`config.mk`:
```
export PLATFORM = sky130hd
export DESIGN_NAME = tile_sad_acc
export DESIGN_NICKNAME = d
export VERILOG_FILES = /design/src/rtl/tsad_pkg.sv /design/src/rtl/tsad_absdiff.sv /design/src/rtl/tsad_row_sum.sv /design/src/rtl/tsad_accum.sv /design/src/rtl/tile_sad_acc.sv
export SDC_FILE = /design/constraint.sdc
export NUM_CORES = 1
export LEC_CHECK = 0
export ABC_AREA = 1
export BUFFER_PORTS_ARGS = -buffer_cell sky130_fd_sc_hd__buf_4
export CAP_MARGIN = 25
export CORE_MARGIN = 2
export CORE_UTILIZATION = 60
export CTS_CLUSTER_DIAMETER = 150
export DETAILED_ROUTE_END_ITERATION = 10
export PLACE_DENSITY = 0.83
export RECOVER_POWER = 25
export SLEW_MARGIN = 20
export SYNTH_ARGS = -nofsm -noshare
export SYNTH_HDL_FRONTEND = slang
export SYNTH_SLANG_ARGS = --single-unit
```
`constraint.sdc`:
```
create_clock -name clk -period 12 [get_ports clk]
set_input_delay 1.8 -clock clk [delete_from_list [all_inputs] [get_ports clk]]
set_output_delay 1.8 -clock clk [all_outputs]
set_load 0.01 [all_outputs]
```
`src/rtl/tsad_pkg.sv`:
```
package tsad_pkg;
  localparam int PIX_W    = 8;
  localparam int TILE_DIM = 4;
  localparam int ACC_W    = 32;
  localparam int NARROW_W = 16;

  localparam int NPIX   = TILE_DIM * TILE_DIM;
  localparam int TILE_W = NPIX * PIX_W;
  localparam int ROW_W  = PIX_W + $clog2(TILE_DIM);
  localparam int SAD_W  = PIX_W + $clog2(NPIX);

  typedef struct packed {
    logic             wide;
    logic [ACC_W-1:0] seed;
  } acc_ctl_t;
endpackage

```
`src/rtl/tsad_absdiff.sv`:
```
module tsad_absdiff #(
  parameter int PIX_W = 8
) (
  input  logic [PIX_W-1:0] ref_px,
  input  logic [PIX_W-1:0] cand_px,
  input  logic             mask_on,
  output logic [PIX_W-1:0] diff
);
  logic background;
  logic [PIX_W-1:0] raw;

  always_comb begin
    background = mask_on && (ref_px == '0);
    raw  = (ref_px >= cand_px) ? (ref_px - cand_px) : (cand_px - ref_px);
    diff = background ? '0 : raw;
  end
endmodule

```
`src/rtl/tsad_row_sum.sv`:
```
module tsad_row_sum #(
  parameter int PIX_W = 8,
  parameter int N     = 4,
  localparam int OUT_W = PIX_W + $clog2(N)
) (
  input  logic [N-1:0][PIX_W-1:0] terms,
  output logic [OUT_W-1:0]        total
);
  always_comb begin
    total = '0;
    for (int k = 0; k < N; k++) begin
      total = total + OUT_W'(terms[k]);
    end
  end
endmodule

```
`src/rtl/tsad_accum.sv`:
```
module tsad_accum #(
  parameter int SAD_W    = 12,
  parameter int ACC_W    = 32,
  parameter int NARROW_W = 16,
  localparam int NSUM_W  = ((NARROW_W > SAD_W) ? NARROW_W : SAD_W) + 1
) (
  input  logic [SAD_W-1:0] sad,
  input  logic [ACC_W-1:0] seed,
  input  logic             wide,
  output logic [ACC_W-1:0] result
);
  logic [ACC_W-1:0]  wide_sum;
  logic [NSUM_W-1:0] narrow_sum;
  logic              narrow_ovf;
  logic [NARROW_W-1:0] narrow_res;

  always_comb begin
    wide_sum   = seed + ACC_W'(sad);
    narrow_sum = NSUM_W'(seed[NARROW_W-1:0]) + NSUM_W'(sad);
    narrow_ovf = (narrow_sum >> NARROW_W) != '0;
    narrow_res = narrow_ovf ? '1 : narrow_sum[NARROW_W-1:0];
    result     = wide ? wide_sum : ACC_W'(narrow_res);
  end
endmodule

```
`src/rtl/tile_sad_acc.sv`:
```
module tile_sad_acc
  import tsad_pkg::*;
(
  input  logic              clk,
  input  logic              rst_n,
  input  logic              tile_valid,
  input  logic [TILE_W-1:0] ref_pix,
  input  logic [TILE_W-1:0] cand_pix,
  input  logic              mask_on,
  input  logic              wide_mode,
  input  logic [ACC_W-1:0]  acc_seed,
  output logic              res_valid,
  output logic [ACC_W-1:0]  acc_res
);
  // per-pixel differences
  logic [NPIX-1:0][PIX_W-1:0] diffs;

  for (genvar i = 0; i < NPIX; i++) begin : g_px
    tsad_absdiff #(.PIX_W(PIX_W)) u_ad (
      .ref_px  (ref_pix[i*PIX_W +: PIX_W]),
      .cand_px (cand_pix[i*PIX_W +: PIX_W]),
      .mask_on (mask_on),
      .diff    (diffs[i])
    );
  end

  // first tree level: one partial sum per row
  logic [TILE_DIM-1:0][ROW_W-1:0] row_tot;

  for (genvar r = 0; r < TILE_DIM; r++) begin : g_row
    tsad_row_sum #(.PIX_W(PIX_W), .N(TILE_DIM)) u_rs (
      .terms (diffs[r*TILE_DIM +: TILE_DIM]),
      .total (row_tot[r])
    );
  end

  // stage 1 registers
  logic                           s1_vld_q, s1_vld_d;
  logic [TILE_DIM-1:0][ROW_W-1:0] s1_rows_q, s1_rows_d;
  acc_ctl_t                       s1_ctl_q, s1_ctl_d;
  logic                           s1_en;

  always_comb begin
    s1_en     = tile_valid;
    s1_vld_d  = tile_valid;
    s1_rows_d = row_tot;
    s1_ctl_d  = '{wide: wide_mode, seed: acc_seed};
  end

  always_ff @(posedge clk or negedge rst_n) begin
    if (!rst_n) begin
      s1_vld_q  <= 1'b0;
      s1_rows_q <= '0;
      s1_ctl_q  <= '0;
    end else begin
      s1_vld_q <= s1_vld_d;
      if (s1_en) begin
        s1_rows_q <= s1_rows_d;
        s1_ctl_q  <= s1_ctl_d;
      end
    end
  end

  // second tree level and accumulate
  logic [TILE_DIM-1:0][SAD_W-1:0] rows_ext;
  logic [SAD_W-1:0]               tile_sad;
  logic [ACC_W-1:0]               acc_next;

  for (genvar r = 0; r < TILE_DIM; r++) begin : g_ext
    assign rows_ext[r] = SAD_W'(s1_rows_q[r]);
  end

  tsad_row_sum #(.PIX_W(SAD_W), .N(TILE_DIM)) u_final (
    .terms (rows_ext),
    .total ({tile_sad_hi, tile_sad})
  );

  logic [$clog2(TILE_DIM)-1:0] tile_sad_hi;

  tsad_accum #(.SAD_W(SAD_W), .ACC_W(ACC_W), .NARROW_W(NARROW_W)) u_acc (
    .sad    (tile_sad),
    .seed   (s1_ctl_q.seed),
    .wide   (s1_ctl_q.wide),
    .result (acc_next)
  );

  // stage 2 registers
  logic             s2_vld_q, s2_vld_d;
  logic [ACC_W-1:0] s2_acc_q, s2_acc_d;
  logic             s2_en;

  always_comb begin
    s2_en    = s1_vld_q;
    s2_vld_d = s1_vld_q;
    s2_acc_d = acc_next;
  end

  always_ff @(posedge clk or negedge rst_n) begin
    if (!rst_n) begin
      s2_vld_q <= 1'b0;
      s2_acc_q <= '0;
    end else begin
      s2_vld_q <= s2_vld_d;
      if (s2_en) s2_acc_q <= s2_acc_d;
    end
  end

  assign res_valid = s2_vld_q;
  assign acc_res   = s2_acc_q;
endmodule

```
==> flow_summary.toml <==
[placed_design]
placed_area_sq_mm = 0.0255
gp_congestion = 0.983
pre_cts_slack_ns = 5.70
port_buffers = 325
placedCellCount = 4329
post-dp-hpwl_mm = 49.6

[global_routing]
grt_pass1_vias = 21800
gr-total-overflow = 0
antenna_found_initial = 0
track_usage = 0.291
grt_max_degree = 66
grt_pass1_wl_mm = 96.7

[critical_path]
endpoint_kind = "register"
cp_max_fo = 9
crit_arrival_ns = 6.20
cp-start-kind = "input pin"
crit_path_top_delay_cell = "fa_1"
critical_path.most_common_cell = "nand2_1"
path_class = "input pin to register"
critPathRequiredTime_ns = 12.25
cp_slowest_stage_delay_ns = 0.55

[sta]
max_freq_mhz = 168
rsz0062_at_grt = "false"
period_needed_ns = 5.95
finalSetupViolCount = 0
final.setup.worst_slack_ns = 6.05
hold_viol = 0
timing.slew.headroom = -0.933
fin_crit_sh = 0.496
tns_ns = 0
drv_slew = 57
tightest_slew_ns = 2.90
fin_hold_ws_ns = 0.486
clock-skew-final_ns = 0.00967

[floorplan]
std_cell_rows = 71
dieHeight_um = 199
fp.coreArea_sq_mm = 0.0375
ios = 326
initial_core_util = 0.606
dieArea_sq_mm = 0.0394
chipWidth_um = 199

[synth]
synth_area_sq_mm = 0.0227
synth.avg_cell_area_sq_um = 6.41
syn_nets = 4259
ys_seq_elements = 107
synth_edf_count = 0
ys_warn_count = 0
synthDistinctLibCells = 46
ys.flop_type = "dfrtp_1"
async_reset_ff_frac = 1.00
ys_seq_area_frac = 0.118
netlist_instances = 3544

[clock_network]
cts_sinks = 107
cts.clk_slew.worst_paths_ns = 0.08
cts_buffers = 9
cts.path.max_buffers = 2
cts_tree = "done"
post_cts_resized = 0
cts-root-buf = "clkbuf_16"
cts_htree_levels = 3
postCtsSetupRepairBufs = 0
hold_buffers = 0
worstSkewPairLatency_ns = 0.36

[finish]
syn_to_final_growth_pct = 13.5
drive_gt1_frac = 0.110
finish.instance_area_sq_mm = 0.0258
final-seq-area_sq_mm = 0.00268
antenna_cells = 0
fin_cells = 4345
fillers = 3415
multi_input_area_sq_mm = 0.0172
fin_nets = 4544

[power_and_ir_drop]
irDropWorstVdd_mv = 0.559
power_density_mw_per_mm2 = 303
leakage_nw = 14.5

[drt]
totalWireLength_mm = 57.5
ant_nets = 0
drc = 0
vias = 23000
drt_pass1_iterations = 5
via_per_inst = 5.30
drt_iter0_drc = 1283
wl_per_cell_um = 13.2

[hold_path]
hold_path_class = "register to register"

[outcome]
status = "complete, but fails checks"
violations = "capacitance limit, slew limit"

[job]
cap_violations = 1
[stage by stage]
step           power [W]  utilization
2_1_floorplan    0.00590            -
3_3_place_gp     0.00728        0.681
3_5_place_dp     0.00745        0.681
4_1_cts          0.00778        0.688
5_1_grt          0.00884        0.688
6_report         0.00783        0.688
[worst paths after layout]
kind,depth (start not counted),from,to,slack (ns)
max,27,ref_pix[0],rows_ext[7]$_DFFE_PN0P_,6.05
min,2,acc_res[19]$_DFFE_PN0P_,acc_res[19]$_DFFE_PN0P_,0.49
max reg2reg,24,rows_ext[0]$_DFFE_PN0P_,acc_res[13]$_DFFE_PN0P_,7.29
min reg2reg,2,acc_res[19]$_DFFE_PN0P_,acc_res[19]$_DFFE_PN0P_,0.49
max in group asynchronous,2,rst_n,rows_ext[18]$_DFFE_PN0P_,7.73
min in group asynchronous,1,rst_n,acc_res[4]$_DFFE_PN0P_,2.37
[sequential cells by signal (all words and copies together) (netlist names)]
| register | flops |
|---|---|
| s1_vld_q | 1 |
| rows_ext | 40 |
| res_valid | 1 |
| acc_res | 32 |
| s1_ctl_q | 33 |
[synthesized netlist by cell type (all sizes together) (15+ instances only)]
cell type / instances / area share
a21oi: 268 / 0.062
buf: 31 / 0.0095
clkbuf: 23 / 0.0042
dfrtp: 107 / 0.12
fa: 85 / 0.075
ha: 337 / 0.19
inv: 662 / 0.11
nand2: 909 / 0.15
nand3: 208 / 0.046
nand4: 60 / 0.017
nor2: 313 / 0.052
nor3: 47 / 0.012
o211ai: 66 / 0.022
o21ai: 166 / 0.037
or2: 15 / 0.0041
xnor2: 42 / 0.016
xor2: 153 / 0.059
[cell families after synthesis]
kind of cell | synth area share
and+or+nand+nor | 0.289
buffers and inverters | 0.123
AOI/OAI and AO/OA | 0.135
adders and majority gates | 0.260
xor gates and xnor gates | 0.0752
DFF | 0.118
[critical path: cells and delay by family]
kind            cells  cell delay, ns
fa+ha+maj           5            1.94
buf+inv             5            0.40
xor+xnor            1            0.16
simple gates       12            1.21
compound gates      4            0.69
[per-layer routing]
layer,GRT usage,part of all wire,vias up
met5,0,0,-
met4,0.0702,0.023,0
met3,0.0275,0.050,100
met2,0.524,0.48,667
met1,0.373,0.44,10400
li1,-,-,11800
[report_power, final]
group	switching (W)	total, W	internal, W
sequential	0.0000746	0.000580	0.000506
clock	0.000145	0.000290	0.000145
combinational	0.00436	0.00696	0.00260
total	0.00458	0.00783	0.00325
[cell type report]
class | count | share of cell area
clock inverter | 6 | 0.00223
timing repair buffer | 328 | 0.0952
tap | 511 | 0.0248
clock buffer | 10 | 0.00888
multi-input combinational | 2720 | 0.669
sequential | 107 | 0.104
inverter | 663 | 0.0965
[cell usage in the layout (no fill, tap or decap), types with 12 or more instances in the layout]
master	count
a21oi_1	259
buf_4	326
dfrtp_1	107
fa_1	85
ha_1	337
inv_1	652
nand2_1	884
nand2_2	24
nand3_1	206
nand4_1	60
nor2_1	308
nor3_1	40
o211ai_1	66
o21ai_0	149
o21ai_1	12
or2_2	13
xnor2_1	42
xor2_1	153
Note: power is estimated with default switching activity, not from simulation.
